`config.mk`:
```
export PLATFORM = sky130hd
export DESIGN_NAME = twostage_core
export DESIGN_NICKNAME = d
export VERILOG_FILES = /design/src/rtl/core_pkg.sv /design/src/rtl/core_regfile.sv /design/src/rtl/core_exec.sv /design/src/rtl/core_fetch.sv /design/src/rtl/twostage_core.sv
export SDC_FILE = /design/constraint.sdc
export NUM_CORES = 1
export LEC_CHECK = 0
export ABC_AREA = 0
export CAP_MARGIN = 10
export CORE_MARGIN = 2
export CORE_UTILIZATION = 49
export CTS_CLUSTER_SIZE = 40
export DETAILED_ROUTE_END_ITERATION = 7
export DONT_BUFFER_PORTS = 1
export PLACE_DENSITY = 0.74
export SLEW_MARGIN = 20
export SYNTH_ARGS = -nofsm -noshare
export SYNTH_HDL_FRONTEND = slang
export SYNTH_SLANG_ARGS = --single-unit
```
`constraint.sdc`:
```
create_clock -name clk -period 8.2 [get_ports clk]
set_input_delay 0.82 -clock clk [delete_from_list [all_inputs] [get_ports clk]]
set_output_delay 0.82 -clock clk [all_outputs]
set_load 0.02 [all_outputs]
```
`src/rtl/core_pkg.sv`:
```
package core_pkg;
  localparam int OPW = 4;

  localparam logic [OPW-1:0] OP_NOP = 4'd0;
  localparam logic [OPW-1:0] OP_ADD = 4'd1;
  localparam logic [OPW-1:0] OP_BZ  = 4'd2;
  localparam logic [OPW-1:0] OP_LD  = 4'd3;
  localparam logic [OPW-1:0] OP_ST  = 4'd4;
  localparam logic [OPW-1:0] OP_LI  = 4'd5;

  // instruction produces a register result
  function automatic logic op_writes_rd(input logic [OPW-1:0] op);
    return (op == OP_ADD) || (op == OP_LD) || (op == OP_LI);
  endfunction

  function automatic logic op_reads_rs1(input logic [OPW-1:0] op);
    return (op == OP_ADD) || (op == OP_BZ) || (op == OP_LD) || (op == OP_ST);
  endfunction

  function automatic logic op_reads_rs2(input logic [OPW-1:0] op);
    return (op == OP_ADD) || (op == OP_ST);
  endfunction
endpackage

```
`src/rtl/core_regfile.sv`:
```
module core_regfile #(
  parameter int XLEN = 16,
  parameter int NREG = 16,
  parameter int NRD  = 2,
  parameter bit FWD  = 1'b1,
  localparam int AW  = $clog2(NREG)
) (
  input  logic              clk,
  input  logic              rst_n,
  input  logic              we,
  input  logic [AW-1:0]     waddr,
  input  logic [XLEN-1:0]   wdata,
  input  logic [NRD*AW-1:0]   raddr,
  output logic [NRD*XLEN-1:0] rdata
);
  logic [XLEN-1:0] regs_q [NREG];

  always_ff @(posedge clk) begin
    if (!rst_n) begin
      for (int i = 0; i < NREG; i++) regs_q[i] <= '0;
    end else if (we) begin
      regs_q[waddr] <= wdata;
    end
  end

  for (genvar g = 0; g < NRD; g++) begin : g_rd
    logic [AW-1:0] ra;
    assign ra = raddr[g*AW +: AW];
    if (FWD) begin : g_fwd
      // write ordered before read within a cycle
      assign rdata[g*XLEN +: XLEN] = (we && (waddr == ra)) ? wdata : regs_q[ra];
    end else begin : g_plain
      assign rdata[g*XLEN +: XLEN] = regs_q[ra];
    end
  end


  reg_commit_chk: assert property (@(posedge clk) disable iff (!rst_n)
    we |=> regs_q[$past(waddr)] == $past(wdata));
endmodule

```
`src/rtl/core_exec.sv`:
```
module core_exec
  import core_pkg::*;
#(
  parameter int XLEN     = 16,
  parameter int RIDX_W   = 4,
  parameter int PC_W     = 8,
  parameter int DM_DEPTH = 16,
  localparam int DM_AW   = $clog2(DM_DEPTH)
) (
  input  logic              clk,
  input  logic              rst_n,
  input  logic              valid,
  input  logic [OPW-1:0]    op,
  input  logic [RIDX_W-1:0] rd,
  input  logic [XLEN-1:0]   a,
  input  logic [XLEN-1:0]   b,
  input  logic [PC_W-1:0]   imm,
  output logic              rf_we,
  output logic [RIDX_W-1:0] rf_waddr,
  output logic [XLEN-1:0]   rf_wdata,
  output logic              dm_we,
  output logic [DM_AW-1:0]  dm_addr,
  output logic [XLEN-1:0]   dm_wdata,
  output logic              taken,
  output logic [PC_W-1:0]   target,
  output logic              deq
);
  logic [XLEN-1:0] dmem_q [DM_DEPTH];
  logic [XLEN-1:0] ld_data;

  function automatic logic [XLEN-1:0] wrap_add(input logic [XLEN-1:0] x, input logic [XLEN-1:0] y);
    return x + y;
  endfunction

  function automatic logic [XLEN-1:0] zext_imm(input logic [PC_W-1:0] v);
    logic [XLEN-1:0] r;
    r = '0;
    r[PC_W-1:0] = v;
    return r;
  endfunction

  assign dm_addr  = a[DM_AW-1:0];
  assign dm_wdata = b;
  assign ld_data  = dmem_q[dm_addr];
  assign target   = imm;
  assign rf_waddr = rd;

  always_comb begin
    rf_we    = 1'b0;
    rf_wdata = '0;
    dm_we    = 1'b0;
    taken    = 1'b0;
    if (valid) begin
      unique case (op)
        OP_ADD: begin rf_we = 1'b1; rf_wdata = wrap_add(a, b); end
        OP_LI:  begin rf_we = 1'b1; rf_wdata = zext_imm(imm); end
        OP_LD:  begin rf_we = 1'b1; rf_wdata = ld_data; end
        OP_ST:  dm_we = 1'b1;
        OP_BZ:  taken = (a == '0);
        default: ;
      endcase
    end
  end

  // every executed instruction except a taken branch leaves the slot
  assign deq = valid && !taken;

  always_ff @(posedge clk) begin
    if (!rst_n) begin
      for (int i = 0; i < DM_DEPTH; i++) dmem_q[i] <= '0;
    end else if (dm_we) begin
      dmem_q[dm_addr] <= dm_wdata;
    end
  end


  st_commit_chk: assert property (@(posedge clk) disable iff (!rst_n)
    dm_we |=> dmem_q[$past(dm_addr)] == $past(dm_wdata));
endmodule

```
`src/rtl/core_fetch.sv`:
```
module core_fetch
  import core_pkg::*;
#(
  parameter int XLEN   = 16,
  parameter int RIDX_W = 4,
  parameter int PC_W   = 8,
  parameter bit FWD    = 1'b1,
  localparam int ILEN  = OPW + 3*RIDX_W + PC_W
) (
  input  logic              clk,
  input  logic              rst_n,
  input  logic [ILEN-1:0]   instr,
  input  logic [XLEN-1:0]   rs1_val,
  input  logic [XLEN-1:0]   rs2_val,
  input  logic              deq,
  input  logic              flush,
  input  logic [PC_W-1:0]   flush_pc,
  output logic [PC_W-1:0]   pc,
  output logic [RIDX_W-1:0] rs1_idx,
  output logic [RIDX_W-1:0] rs2_idx,
  output logic              stall,
  output logic              buf_valid,
  output logic [OPW-1:0]    buf_op,
  output logic [RIDX_W-1:0] buf_rd,
  output logic [XLEN-1:0]   buf_a,
  output logic [XLEN-1:0]   buf_b,
  output logic [PC_W-1:0]   buf_imm
);
  logic [OPW-1:0]    f_op;
  logic [RIDX_W-1:0] f_rd;
  logic [PC_W-1:0]   f_imm;
  logic              pending_wr;
  logic              hit1, hit2;
  logic              fire;
  logic [PC_W-1:0]   pc_q;

  assign {f_op, f_rd, rs1_idx, rs2_idx, f_imm} = instr;

  // a buffered result-producing entry is a hazard unless it retires now with forwarding
  assign pending_wr = buf_valid && op_writes_rd(buf_op) && !(FWD && deq);
  assign hit1  = op_reads_rs1(f_op) && (rs1_idx == buf_rd);
  assign hit2  = op_reads_rs2(f_op) && (rs2_idx == buf_rd);
  assign stall = pending_wr && (hit1 || hit2);

  assign fire = !flush && !stall && (!buf_valid || deq);
  assign pc   = pc_q;

  always_ff @(posedge clk) begin
    if (!rst_n) begin
      pc_q      <= '0;
      buf_valid <= 1'b0;
      buf_op    <= OP_NOP;
      buf_rd    <= '0;
      buf_a     <= '0;
      buf_b     <= '0;
      buf_imm   <= '0;
    end else if (flush) begin
      pc_q      <= flush_pc;
      buf_valid <= 1'b0;
    end else if (fire) begin
      pc_q      <= pc_q + 1'b1;
      buf_valid <= 1'b1;
      buf_op    <= f_op;
      buf_rd    <= f_rd;
      buf_a     <= rs1_val;
      buf_b     <= rs2_val;
      buf_imm   <= f_imm;
    end else if (deq) begin
      buf_valid <= 1'b0;
    end
  end


  redir_pc_chk: assert property (@(posedge clk) disable iff (!rst_n)
    flush |=> pc == $past(flush_pc));

  flush_empty_chk: assert property (@(posedge clk) disable iff (!rst_n)
    flush |=> !buf_valid);

  pc_step_chk: assert property (@(posedge clk) disable iff (!rst_n)
    (!flush && !stall) |=> pc == $past(pc) + 1'b1);

  fetch_fill_chk: assert property (@(posedge clk) disable iff (!rst_n)
    (!flush && !stall) |=> buf_valid);
endmodule

```
`src/rtl/twostage_core.sv`:
```
module twostage_core
  import core_pkg::*;
#(
  parameter int XLEN     = 16,
  parameter int NREG     = 16,
  parameter int PC_W     = 8,
  parameter int DM_DEPTH = 16,
  parameter bit FWD      = 1'b1,
  localparam int RIDX_W  = $clog2(NREG),
  localparam int DM_AW   = $clog2(DM_DEPTH),
  localparam int ILEN    = OPW + 3*RIDX_W + PC_W
) (
  input  logic              clk,
  input  logic              rst_n,
  output logic [PC_W-1:0]   imem_addr,
  input  logic [ILEN-1:0]   imem_data,
  output logic              rf_we,
  output logic [RIDX_W-1:0] rf_waddr,
  output logic [XLEN-1:0]   rf_wdata,
  output logic              dm_we,
  output logic [DM_AW-1:0]  dm_addr,
  output logic [XLEN-1:0]   dm_wdata,
  output logic              redirect,
  output logic              fetch_stall
);
  logic [RIDX_W-1:0] rs1_idx, rs2_idx;
  logic [XLEN-1:0]   rs1_val, rs2_val;
  logic              deq;
  logic [PC_W-1:0]   br_target;
  logic              buf_valid;
  logic [OPW-1:0]    buf_op;
  logic [RIDX_W-1:0] buf_rd;
  logic [XLEN-1:0]   buf_a, buf_b;
  logic [PC_W-1:0]   buf_imm;

  core_regfile #(.XLEN(XLEN), .NREG(NREG), .NRD(2), .FWD(FWD)) u_rf (
    .clk   (clk),
    .rst_n (rst_n),
    .we    (rf_we),
    .waddr (rf_waddr),
    .wdata (rf_wdata),
    .raddr ({rs2_idx, rs1_idx}),
    .rdata ({rs2_val, rs1_val})
  );

  core_fetch #(.XLEN(XLEN), .RIDX_W(RIDX_W), .PC_W(PC_W), .FWD(FWD)) u_fetch (
    .clk       (clk),
    .rst_n     (rst_n),
    .instr     (imem_data),
    .rs1_val   (rs1_val),
    .rs2_val   (rs2_val),
    .deq       (deq),
    .flush     (redirect),
    .flush_pc  (br_target),
    .pc        (imem_addr),
    .rs1_idx   (rs1_idx),
    .rs2_idx   (rs2_idx),
    .stall     (fetch_stall),
    .buf_valid (buf_valid),
    .buf_op    (buf_op),
    .buf_rd    (buf_rd),
    .buf_a     (buf_a),
    .buf_b     (buf_b),
    .buf_imm   (buf_imm)
  );

  core_exec #(.XLEN(XLEN), .RIDX_W(RIDX_W), .PC_W(PC_W), .DM_DEPTH(DM_DEPTH)) u_exec (
    .clk      (clk),
    .rst_n    (rst_n),
    .valid    (buf_valid),
    .op       (buf_op),
    .rd       (buf_rd),
    .a        (buf_a),
    .b        (buf_b),
    .imm      (buf_imm),
    .rf_we    (rf_we),
    .rf_waddr (rf_waddr),
    .rf_wdata (rf_wdata),
    .dm_we    (dm_we),
    .dm_addr  (dm_addr),
    .dm_wdata (dm_wdata),
    .taken    (redirect),
    .target   (br_target),
    .deq      (deq)
  );


  exec_excl_chk: assert property (@(posedge clk) disable iff (!rst_n)
    $onehot0({rf_we, dm_we, redirect}));

  reset_idle_chk: assert property (@(posedge clk)
    !rst_n |=> !rf_we && !dm_we && !redirect && (imem_addr == '0));
endmodule

```
Word level (Yosys, flattened, before mapping)
Memory sizes are Yosys's and may differ from the RTL's. A register that Yosys moved wholly into a read port is not among the register bits.
Index checks and enable logic that the tools add are counted.
{"block": "classes", "mux": 25, "add_sub_neg": 2, "bitwise": 2, "n_reduce_logical": 30, "n_eq_ne": 11}
{"operator": "$mux 16", "n": 3}
{"operator": "$pmux 16 s3", "n": 1}
{"operator": "$reduce_or 16->1", "n": 2}
{"operator": "$mux 1", "n": 17}
{"operator": "$add 16x16->16", "n": 1}
{"operator": "$eq 4x2->1 const B", "n": 4}
{"operator": "$logic_not 16->1", "n": 1}
{"operator": "$mux 8", "n": 2}
{"operator": "$eq 4x3->1 const B", "n": 3}
{"operator": "$add 8x1->8 const B", "n": 1}
{"operator": "$eq 4x1->1 const B", "n": 2}
{"operator": "$eq 4x4->1", "n": 2}
{"operator": "$logic_and 1x1->1", "n": 8}
{"operator": "$logic_or 1x1->1", "n": 8}
{"operator": "$mux 4", "n": 2}
{"operator": "$logic_not 1->1", "n": 6}
{"operator": "$reduce_bool 2->1", "n": 2}
{"operator": "$reduce_or 3->1", "n": 1}
{"operator": "$not 1->1", "n": 2}
{"operator": "$reduce_and 2->1", "n": 1}
{"operator": "$reduce_or 2->1", "n": 1}
{"block": "totals", "out_inout_bits": 52, "inputBits": 26, "mem_count": 2, "register_bits": 25, "wordCells": 77, "ramBits": 512}
{"name": "u_exec.dmem_q", "depth": 16, "word_bits": 16, "read_ports": 1, "rd_clocked_by_memory_dff": 0, "write_ports": 16, "line": "core_exec.sv:28", "source": "logic [XLEN-1:0] dmem_q [DM_DEPTH];"}
{"name": "u_rf.regs_q", "depth": 16, "word_bits": 16, "read_ports": 2, "rd_clocked_by_memory_dff": 2, "write_ports": 16, "line": "core_regfile.sv:16", "source": "logic [XLEN-1:0] regs_q [NREG];"}

Depth between registers and ports, before layout
Gate-level depths: netlist of run 1.
{"block": "logic_depth", "depth_word": 13, "ltp_mapped": 14, "depth_no_buf": 10}

Cells and area by module
Synthesis of run 1 repeated with hierarchy kept, for this count alone.
{"block": "hier_totals", "cells_unflattened": 2089, "area_unflattened_um2": 29427.0}
{"mod": "core_regfile", "seq_area_each_um2": 7687.4, "cells_each": 899, "instances": 1, "area_each_um2": 14249.9}
{"mod": "core_exec", "seq_area_each_um2": 7687.4, "cells_each": 906, "instances": 1, "area_each_um2": 12901.1}
{"mod": "core_fetch", "seq_area_each_um2": 1141.1, "cells_each": 284, "instances": 1, "area_each_um2": 2275.9}

Worst setup path before layout of run 1
Ideal clock, no wire load.
{"block": "synth_path", "kind": "register to output", "start": "reg u_fetch.buf_a[1] (read register of u_rf.regs_q)", "end": "out rf_wdata[12]", "setup_slack_ns": 4.332, "t_required_ns": 7.380, "arrival_ns": 3.048, "path_stages_with_launch": 14, "path_buffers": 4, "path_cell_list": "dfxtp_1 buf_2 buf_2 buf_2 inv_1 fa_1 nor2b_1 o2111ai_1 nand2_1 a21o_1 xor2_1 a22oi_4 buf_4 nor2_1"}
{"block": "synth_via", "elab_chain_len": 3, "word_cells_on_any_way": 4, "classes_between": "1 x add/sub; 2 x mux; 1 x memory"}
{"element": "start: declaration", "line": "core_fetch.sv:25", "source": "output logic [XLEN-1:0] buf_a,"}
{"element": "$add 16x16->16 or $mem_v2 16x16 (tied branches)"}
{"element": "$pmux 16 s3 *", "line": "core_exec.sv:54", "source": "unique case (op)"}
{"element": "$mux 16 *", "line": "core_exec.sv:53", "source": "if (valid) begin"}
{"element": "end: declaration", "line": "twostage_core.sv:19", "source": "output logic [XLEN-1:0] rf_wdata,"}
Mark *: on every way between the ends. The rest lies on a longest branch, timed or not.

Final worst setup path of run 1
{"block": "layout_path", "start": "reg u_fetch.buf_a[0] (read register of u_rf.regs_q)", "end": "out rf_wdata[6]"}
The elaborated chain is that of the path after synthesis.

==> summary.txt, run 1 <==
STA
  – RSZ-0062 raised after global routing: false
  – WHS: roughly 0.33 ns
  – Fin crit share: a little over two thirds
  – Fmax: about 170 MHz
  – Final min period: approximately 5.7 ns
  – Final Skew: 0.03401 ns
  – Final Hold Viols: 0
  – Worst slew pin tran: 1.219 ns
  – TNS Setup: 0 ns
  – Final worst setup slack: 2.484 ns
  – Slew headroom: between 15 and 20%
  – Final setup viols: 0
  – Slew Viols, Final: 0

Detailed routing
  – DRC: 0
  – Antenna-violating nets left: 0
  – Wire length after detailed routing: between 70000 and 80000 µm
  – Routed vias: about 18k
  – Post-DR vias/cell: 6.415
  – Router iterations before antenna repair: 7
  – DR WL/cell: between 20 and 30 µm
  – Initial DRC count: ~2.2k

Finish
  – Layout Utilization: 54.10%
  – Area Growth Syn to Fin: 8.850%
  – Nets: roughly 2k
  – Layout cells sized above 1: between 10% and 20%
  – Ant diodes: 0

Yosys
  – Mean Syn Cell Area: between 10 and 15 µm²
  – Total number of yosys warnings: 0
  – Yosys reg bits: 569
  – Async set-reset flop share out of synthesis: 0%
  – Post-synth top area share: around 55%
  – Cells after Synth: between 2k and 2.5k
  – Yosys cell types: 67
  – Mapped Area: ~28000 µm²
  – Syn_nets: 2065
  – Post-synth top area cell: edfxtp_1
  – Predominant post-synthesis flop cell: edfxtp_1
  – EDFF count, synth: about 510
  – Sequential element share of the synthesized area: roughly three fifths
  – Synth top area cells: edfxtp_1, mux4_2, and2_1

Worst setup path
  – CP Class: flop to primary output
  – Worst Setup End Kind: primary output
  – Crit-path max FO: 39
  – Crit path DAT: ~4.9 ns
  – WP data required: between 7 and 8 ns
  – Type of origin of the critical path: flop
  – R2R cell count: 7

Clocking
  – CTS Sinks: 569
  – Hold Buf Count CTS: 0
  – CTS H-tree lvls: 2
  – CTS tree: built
  – Setup bufs post-CTS: 0
  – CTS buffer count: 58
  – Clock buffer depth: 3
  – Clock latency on the worst-skew pair: about 0.64 ns
  – CTS root buf: clkbuf_16
  – Post-CTS Resized: 0
  – Clock transition at the registers of the reported paths: about 0.060 ns

Global route
  – GRT Util Overall: a little over a quarter
  – Grt ovf: 0
  – Vias in the first global route: about 18k
  – Largest net degree at the start of global routing: 80
  – Antenna violations before repair: 0
  – First-pass GRT wire length: ~120000 µm

Power and ir drop
  – Final Power: ~6500 µW
  – Leak: between 0.01 and 0.015 µW
  – Peak supply drop: 0.1937 mV
  – Power per cell area: 213.1 nW/µm²

Floorplan
  – Die height: between 200 and 250 µm
  – Core ar.: between 50000 and 60000 µm²
  – IO Pins: a little under 80
  – Initial core utilization: between 40% and 50%
  – Row cnt: just under 90
  – Die Area: between 50000 and 60000 µm²
  – Die X: ~240 µm

Placed design
  – I/O Buffers: 0
  – Post-detail-place hpwl: 47500 µm
  – Place WS: 3.155 ns
  – Routability Congestion: roughly 0.89

Flow run
  – Max-cap violations: 0

Min path
  – Worst hold path stage count: 1
  – Min-Delay Path Class: input pin to flop

Status
  – Status: completed
[Yosys cell counts (6+ instances only)]
master / number
edfxtp_1: 512
nor2_1: 314
and2_1: 247
mux4_2: 197
nand2_1: 118
clkbuf_1: 115
dfxtp_1: 57
o21ai_0: 44
buf_2: 35
nand3_1: 35
mux2i_1: 31
a21oi_1: 29
nor3_1: 22
a21boi_0: 17
ha_1: 16
mux4_1: 14
nand2b_1: 14
nor2b_1: 14
xor2_1: 14
inv_1: 13
buf_4: 12
a211oi_1: 10
buf_1: 9
nor4_1: 9
buf_6: 8
mux2_2: 8
o221ai_1: 8
xnor2_1: 8
a22oi_1: 7
and3_1: 7
a211o_1: 6
a21o_1: 6
[per-layer routing]
layer | up-vias | routed length (µm) | GRT usage [%]
met5 | - | 0 | 0
met4 | 0 | 3063 | 10.19
met3 | 211 | 7808 | 5.365
met2 | 1128 | 38580 | 44.58
met1 | 8984 | 27820 | 33.28
li1 | 7428 | - | -
[registers in the layout, summed over array words and instances (netlist names)]
register / flops
u_exec.dmem_q: 256
u_rf.regs_q: 256
u_fetch.pc: 8
u_fetch.buf_valid: 1
u_fetch.buf_b: 16
u_fetch.buf_a: 16
u_fetch.buf_op: 4
u_fetch.buf_imm: 8
u_fetch.buf_rd: 4
[power by group]
| part | internal, µW | switching [µW] | leakage [µW] |
|---|---|---|---|
| Combinational | 241 | 307 | 0.00401 |
| Sequential | 3260 | 84.3 | 0.00576 |
| Clock | 1490 | 1130 | 0.000909 |
[critical path, stage by stage (launching register included)]
cell      delay [ns]
dfxtp_4         0.89
buf_4           0.65
mux4_1          0.64
mux2i_1         0.32
o21ai_0         0.16
a211oi_1        0.69
nand2b_1        0.60
inv_1           0.26
[kinds of logic (layout without fill, tap and decap cells)]
logic type | Yosys count | in the layout | share of synthesized area (%)
compound gates | 164 | 164 | 4.002
xor+xnor | 22 | 22 | 0.6863
fa+ha+maj | 17 | 17 | 0.7843
buf+inv | 195 | 184 | 3.195
flops | 569 | 569 | 58.82
mux | 250 | 250 | 18.54
other cells | 1 | 1 | 0.01336
simple gates | 804 | 804 | 13.96
[final timing paths]
path | startpoint | to | slack (ns)
max | u_fetch.buf_a[0]$_SDFFE_PN0P_ | rf_wdata[6] | 2.48
min | imem_data[21] | u_fetch.buf_op[1]$_SDFFE_PN0P_ | 0.33
max reg2reg | u_fetch.buf_a[0]$_SDFFE_PN0P_ | u_rf.regs_q[9][6]$_SDFFCE_PN0P_ | 3.79
min reg2reg | u_fetch.buf_imm[0]$_SDFFE_PN0P_ | u_fetch.buf_imm[0]$_SDFFE_PN0P_ | 0.50
[final cells by class]
class	instances	area, µm²
flip-flops and latches	569	16520
clock buffers	71	1540
inverters	15	56.30
fillers	4480	25930
clock inverters	37	325.3
well taps	756	945.9
multi-input cells	1258	10710
repair buffers	61	457.9
[layout by cell type (no fill, tap or decap), types with 5 or more instances in the layout]
cell / n
edfxtp_1: 512
nor2_1: 303
and2_1: 247
mux4_2: 197
nand2_1: 114
buf_4: 61
clkbuf_16: 58
dfxtp_1: 55
nand3_1: 35
mux2i_1: 31
a21oi_1: 29
o21ai_0: 28
nor3_1: 21
o21ai_1: 18
a21boi_0: 17
ha_1: 16
clkinv_1: 14
nor2b_1: 14
nand2b_1: 14
xor2_1: 14
mux4_1: 14
inv_1: 13
nor2_2: 13
a211oi_1: 10
clkinv_2: 10
nor4_1: 9
clkbuf_1: 9
xnor2_1: 8
o221ai_1: 8
mux2_2: 8
and3_1: 7
a22oi_1: 7
a21o_1: 6
a211o_1: 6
nor3b_1: 5
bufinv_16: 5
[through the flow]
stage / instance area [µm²] / cells
6_report: 30560 / 2767
5_1_grt: 30560 / 2767
4_1_cts: 30540 / 2767
3_5_place_dp: 28670 / 2659
3_3_place_gp: 28660 / 2659
2_1_floorplan: 28080 / 2022
Note: power is estimated with default switching activity, not from simulation.
==> run 2, diff against run 1 <==
- PLACE_DENSITY: 0.74 -> 0.76
- clock period: 8.2 -> 4.59 ns (I/O delays scaled with it)
==> summary.txt, run 2 (synthesized netlist as in run 1, its figures left out) <==
STA
  – TNS Setup: 0 ns (unchanged)
  – Final Hold Viols: 0 (unchanged)
  – RSZ-0062 raised after global routing: false
  – Final Skew: 0.03701 ns (+0.002993 ns)
  – Final min period: around 4.4 ns
  – Final setup viols: 0 (unchanged)
  – WHS: 0.04545 ns (-0.2814 ns)
  – Fin crit share: 96.61%
  – Slew headroom: 25.89% (+7.4 points)
  – Fmax: roughly 230 MHz
  – Worst slew pin tran: 1.109 ns (-0.1101 ns)
  – Slew Viols, Final: 0 (unchanged)

Clocking
  – Clock transition at the registers of the reported paths: 0.06 ns (about the same)
  – Clock buffer depth: 3 (unchanged)
  – CTS H-tree lvls: 2 (unchanged)
  – CTS Sinks: 569 (unchanged)
  – CTS tree: built
  – CTS buffer count: 58 (unchanged)
  – Clock latency on the worst-skew pair: 0.64 ns (about the same)
  – CTS root buf: clkbuf_16

Placed design
  – Post-detail-place hpwl: 48920 µm (+3.0%)
  – Routability Congestion: 0.9015 (+0.82%)
  – Placement Cell Area: 29000 µm² (+1.1%)
  – I/O Buffers: 0 (unchanged)
  – Placed cells: 2704 (+1.7%)

Finish
  – Layout cells sized above 1: 20.19% (+1.0 points)
  – Area Growth Syn to Fin: 11.17%
  – Finished Cell Area: 31210 µm² (+2.1%)
  – Commonest non-fill, non-tap cells in the layout: edfxtp_1, nor2_1, and2_1
  – Top Registers: u_exec.dmem_q: 256 flops, u_rf.regs_q: 256 flops
  – Most common cell after layout, fill and taps aside: edfxtp_1
  – # fillers: 4400 (-1.8%)
  – Post-route insts no fill: 2831 (+2.3%)
  – Nets: 2070 (+3.2%)
  – Ant diodes: 0 (unchanged)

Floorplan
  – Die height: 243.4 µm (unchanged)
  – Row cnt: 87 (unchanged)
  – Die X: 243.4 µm (unchanged)
  – Die Area: 59230 µm² (unchanged)
  – Core ar.: 56500 µm² (unchanged)
  – IO Pins: 78 (unchanged)
  – Initial core utilization: 49.70% (unchanged)

Detailed routing
  – Initial DRC count: 2366 (+7.6%)
  – Antenna-violating nets left: 0 (unchanged)
  – Wire length after detailed routing: 78480 µm (+1.6%)
  – Router iterations before antenna repair: 7 (unchanged)
  – DR WL/cell: 27.72 µm (-0.72%)
  – Routed vias: 18.02k (+1.5%)
  – Post-DR vias/cell: 6.366 (-0.77%)
  – DRC: 0 (unchanged)

Worst setup path
  – Setup slack, reg-to-reg: 0.16 ns (-3.63 ns)
  – Type of origin of the critical path: flop
  – Crit path DAT: 4.67 ns (-0.23 ns)
  – Worst R2R End: u_rf.regs_q[11][0]$_SDFFCE_PN0P_
  – Critical path cell sequence: nor2b_1, nand3_1, inv_1, buf_4, and4_1, nand2_1, nand2_1
  – Crit-path max cell delay: 1.02 ns (+0.13 ns)
  – R2R Path Start: u_fetch.buf_op[3]$_SDFFE_PN0P_
  – CP max stage cell: nand2_1
  – WP data required: 4.83 ns (-2.55 ns)
  – Crit-path max FO: 17 (-56%)
  – R2R cell count: 7 (unchanged)
  – CP Class: flop to flop
  – Most frequent CP cell: nand2_1
  – Worst Setup End Kind: flop

Power and ir drop
  – Power per cell area: 385.2 nW/µm² (+81%)
  – Sw Ratio: 22.74% (-0.66 points)
  – Int Pwr: 9291 µW (+86%)
  – Leak: 0.01106 µW (+3.5%)
  – P_sw: 2734 µW (+79%)
  – Gate power share: 8.7% (+0.3 points)
  – Sequential share of power: 49.4% (-1.9 points)
  – Peak supply drop: 0.3169 mV (+64%)
  – Clock share of power: 41.9% (+1.7 points)

Status
  – Status: completed

Min path
  – Worst hold path stage count: 1 (unchanged)
  – WHS Endpoint: u_fetch.buf_imm[0]$_SDFFE_PN0P_
  – Min-Delay Path Class: input pin to flop
  – Hold_sp: rst_n

Global route
  – Vias in the first global route: 18.61k (+3.7%)
  – Antenna violations before repair: 0 (unchanged)
  – Largest net degree at the start of global routing: 66 (-18%)
  – Grt ovf: 0 (unchanged)
  – First-pass GRT wire length: 116900 µm (+1.2%)
  – GRT Util Overall: 26.60% (+0.33 points)

Flow run
  – Max-cap violations: 0 (unchanged)
run 2: cell types whose count changed in the layout (fill, tap and decap cells not counted), sizes merged:
cell	change
inv	-1
clkinv	-2
clkbuf	-3
buf	+45
clkinvlp	-1
bufinv	+7
dlygate4sd3	+19
run 2: worst max-delay path by stage:
stage                                              start                               end  slack (ns)  cells after the start
final                     u_fetch.buf_op[3]$_SDFFE_PN0P_  u_rf.regs_q[11][0]$_SDFFCE_PN0P_        0.16                      7
after global routing       u_fetch.buf_b[1]$_SDFFE_PN0P_                      rf_wdata[12]        0.04                      9
after CTS                  u_fetch.buf_b[1]$_SDFFE_PN0P_                      rf_wdata[12]        0.02                      9
after detailed placement  u_fetch.buf_op[3]$_SDFFE_PN0P_  u_rf.regs_q[11][0]$_SDFFCE_PN0P_        0.33                      7
after global placement    u_fetch.buf_op[3]$_SDFFE_PN0P_  u_rf.regs_q[11][0]$_SDFFCE_PN0P_        0.41                      7
after floorplan            u_fetch.buf_a[1]$_SDFFE_PN0P_                      rf_wdata[12]        1.08                     13
run 2: power groups by stage:
| stage | clock network, µW | registers [µW] | logic [µW] |
|---|---|---|---|
| after floorplan | 0 | 6010 | 786 |
| after global placement | 0 | 6030 | 985 |
| after detailed placement | 0 | 6050 | 1000 |
| after CTS | 5060 | 5940 | 1030 |
| after global routing | 5240 | 5960 | 1100 |
| final | 5040 | 5950 | 1040 |
run 2: worst max-delay path: cells and delay by family, from the launching register on:
| family | cells | cell delay [ns] |
|---|---|---|
| DFF | 1 | 0.35 |
| and+or+nand+nor | 5 | 2.61 |
| buffers and inverters | 2 | 1.09 |
run 2: per-layer routing:
| layer | up-vias | GRT usage (%) | wire, µm |
|---|---|---|---|
| met3 | 220 | 5.695 | 8356 |
| met1 | 9078 | 32.79 | 27320 |
| met5 | - | 0 | 0 |
| met4 | 0 | 12.38 | 3659 |
| met2 | 1172 | 44.98 | 39150 |
| li1 | 7551 | - | - |
run 2: stage by stage:
stage | total power (µW) | setup slack [ns] | util [%]
after CTS | 12030 | 0.01571 | 55.22
after floorplan | 6798 | 1.083 | -
after global routing | 12300 | 0.04011 | 55.25
after detailed placement | 7054 | 0.3265 | 51.33
after global placement | 7019 | 0.4075 | 51.33
final | 12030 | 0.1557 | 55.25
run 2: area by class of cell:
type / count / area [µm²] / area share, %
clock buffer: 68 / 1510 / 4.838
clock inverter: 40 / 496.7 / 1.591
inverter: 15 / 60.06 / 0.1924
tap: 756 / 945.9 / 3.030
sequential: 569 / 16520 / 52.93
timing repair buffer: 125 / 989.7 / 3.171
multi-input combinational: 1258 / 10690 / 34.24
run 2: repair_timing:
action,4_1_cts,5_1_grt
buffers inserted,0,0
resized for setup,0,4
endpoints found under the setup margin,0,7
hold endpoints to repair,27,0
hold buffers,19,0
==> run 3, diff against run 2 <==
- CELL_PAD_IN_SITES_DETAIL_PLACEMENT: not set -> 0
- CELL_PAD_IN_SITES_GLOBAL_PLACEMENT: not set -> 1
- PLACE_DENSITY: 0.76 -> 0.87
==> summary.txt, run 3 (synthesized netlist as in run 1, its figures left out) <==
Status
  – Status: completed

Detailed routing
  – Routed wl met2: 39110 µm (-0.11%)
  – Router iterations before antenna repair: 8 (+1)
  – Top layer reached by signal wires: met4
  – Antenna-violating nets left: 0 (unchanged)
  – Initial DRC count: 1937 (-18%)
  – DRC: 0 (unchanged)
  – Metal3 WL: 6608 µm (-21%)
  – Post-DR vias/cell: 6.287 (-1.2%)
  – Wire length after detailed routing: 76820 µm (-2.1%)
  – Routed vias: 17.85k (-0.95%)
  – Wire length on met1: 28940 µm (+5.9%)
  – DR WL/cell: 27.06 µm (-2.4%)

Worst setup path
  – WP data required: 4.13 ns (-0.70 ns)
  – CP max stage cell: dfxtp_1
  – Critical path cell sequence: clkinvlp_4, fa_1, nor2b_1, o2111ai_1, nand2_1, a21o_1, o2111ai_1, nor2_2, nor2_1
  – R2R Path Start: u_fetch.buf_b[1]$_SDFFE_PN0P_
  – Worst R2R End: u_rf.regs_q[6][14]$_SDFFCE_PN0P_
  – Type of origin of the critical path: flop
  – CP Class: flop to primary output
  – Setup slack, reg-to-reg: 0.90 ns (+0.74 ns)
  – R2R cell count: 10 (+3)
  – Crit path DAT: 3.95 ns (-0.72 ns)
  – Crit-path max cell delay: 0.60 ns (-0.42 ns)
  – WP buf/inv: 1 (-1)
  – Crit-path max FO: 17 (unchanged)
  – Most frequent CP cell: o2111ai_1
  – Worst Setup End Kind: primary output
  – Delay-heaviest family, CP: simple AND/OR/NAND/NOR gates

Clocking
  – Setup bufs post-CTS: 0 (unchanged)
  – CTS H-tree lvls: 2 (unchanged)
  – CTS root buf: clkbuf_16
  – CTS tree: built
  – Clock buffer depth: 3 (unchanged)
  – CTS Sinks: 569 (unchanged)
  – CTS buffer count: 57 (-1.7%)
  – Clock transition at the registers of the reported paths: 0.06 ns (about the same)
  – Clock latency on the worst-skew pair: 0.63 ns (about the same)

STA
  – Final setup viols: 0 (unchanged)
  – Fin crit share: 95.95% (-0.66 points)
  – RSZ-0062 raised after global routing: false
  – Slew Viols, Final: 0 (unchanged)
  – Final Skew: 0.02056 ns (-0.01644 ns)
  – WHS: 0.03824 ns (-0.007205 ns)
  – Final Hold Viols: 0 (unchanged)
  – Final min period: 4.404 ns (-0.03022 ns)
  – Slew headroom: 25.70% (-0.20 points)
  – TNS Setup: 0 ns (unchanged)
  – Worst slew pin tran: 1.110 ns (+0.001512 ns)
  – Fmax: 227.1 MHz (+0.69%)

Global route
  – Grt ovf: 0 (unchanged)
  – GRT Util Overall: 26.09% (-0.51 points)
  – Vias in the first global route: 18.00k (-3.3%)
  – First-pass GRT wire length: 115500 µm (-1.2%)
  – Largest net degree at the start of global routing: 67 (+1.5%)
  – Antenna violations before repair: 0 (unchanged)

Floorplan
  – Row cnt: 87 (unchanged)
  – Core ar.: 56500 µm² (unchanged)
  – Die height: 243.4 µm (unchanged)
  – Initial core utilization: 49.70% (unchanged)
  – Die Area: 59230 µm² (unchanged)
  – Die X: 243.4 µm (unchanged)
  – IO Pins: 78 (unchanged)

Placed design
  – Placed cells: 2705 (+0.037%)
  – Post-detail-place hpwl: 49880 µm (+2.0%)
  – I/O Buffers: 0 (unchanged)
  – Routability Congestion: 0.8806 (-2.3%)

Min path
  – WHS Endpoint: u_fetch.buf_valid$_SDFFE_PP0P_
  – Worst hold path stage count: 1 (unchanged)
  – Hold_sp: rst_n
  – Min-Delay Path Class: input pin to flop

Finish
  – FF+latch area: 16520 µm² (unchanged)
  – Post-route insts no fill: 2839 (+0.28%)
  – Area Growth Syn to Fin: 11.40%
  – Commonest non-fill, non-tap cells in the layout: edfxtp_1, nor2_1, and2_1
  – Ant diodes: 0 (unchanged)
  – Multi-input logic area: 10680 µm² (about the same)
  – Top Registers: u_exec.dmem_q: 256 flops, u_rf.regs_q: 256 flops
  – # fillers: 4480 (+1.8%)
  – Most common cell after layout, fill and taps aside: edfxtp_1
  – Layout cells sized above 1: 20.50% (+0.31 points)
  – Nets: 2077 (+0.34%)

Power and ir drop
  – Peak supply drop: 0.3435 mV (+8.4%)
  – Leak: 0.01111 µW (+0.44%)
  – Power per cell area: 381.5 nW/µm² (-0.98%)

Flow run
  – Max-cap violations: 0 (unchanged)
run 3: changes by cell type in the layout (fill, tap and decap cells not counted), moves of 2 or more:
| cell | before | now |
|---|---|---|
| bufinv_16 | 12 | 9 |
| clkbuf_1 | 9 | 7 |
| clkbuf_8 | 0 | 5 |
| clkinv_1 | 13 | 8 |
| clkinv_2 | 11 | 15 |
| dlygate4sd3_1 | 19 | 26 |
run 3: worst register-to-register path: cells and delay by family (launching register included):
kind	cells	cell delay [ns]
AND/OR/NAND/NOR	4	0.96
buffers and inverters	2	0.73
flip-flops	1	0.60
AO/OA/AOI/OAI	3	0.59
adder cells (fa/ha/maj)	1	0.55
run 3: final cells by class:
class                      count  area share [%]
clock buffer                  70           4.944
clock inverter                38           1.420
inverter                      15          0.1920
multi-input combinational   1258           34.16
sequential                   569           52.82
tap                          756           3.024
timing repair buffer         133           3.440
run 3: power by group:
group          switching [µW]  internal, µW  total [µW]
clock                    2040          2910        4950
sequential                131          5820        5950
combinational             570           464        1030
total                    2740          9190       11900
run 3: worst max path at each step:
stage                               to  slack [ns]  cells past startpoint                           from
final                     rf_wdata[14]        0.19                      9  u_fetch.buf_b[1]$_SDFFE_PN0P_
after detailed placement  rf_wdata[14]        0.77                      9  u_fetch.buf_b[1]$_SDFFE_PN0P_
after CTS                 rf_wdata[14]        0.08                      9  u_fetch.buf_b[1]$_SDFFE_PN0P_
after floorplan           rf_wdata[12]        1.08                     13  u_fetch.buf_a[1]$_SDFFE_PN0P_
after global placement    rf_wdata[14]        0.89                      9  u_fetch.buf_b[1]$_SDFFE_PN0P_
after global routing      rf_wdata[12]        0.06                      9  u_fetch.buf_b[1]$_SDFFE_PN0P_
run 3: per-stage QoR:
stage,cell area (µm²),total power (µW),setup WS [ns],util [%]
2_1_floorplan,28080,6798,1.083,-
3_3_place_gp,29020,7029,0.8908,51.36
3_5_place_dp,29020,7062,0.7718,51.36
4_1_cts,31270,11950,0.07843,55.35
5_1_grt,31280,12230,0.05571,55.37
6_report,31280,11930,0.1859,55.37
run 3: repair_timing:
| item | 4_1_cts | 5_1_grt |
|---|---|---|
| setup endpoints to repair | 0 | 6 |
| hold buffers | 26 | 0 |
| resized for setup | 0 | 2 |
| endpoints found under the hold margin | 28 | 0 |
run 3: routing by layer:
metal | up-vias | global-route usage [%]
li1 | 7572 | -
met1 | 9160 | 33.91
met2 | 954 | 44.54
met3 | 163 | 4.560
met4 | 0 | 8.751
met5 | - | 0
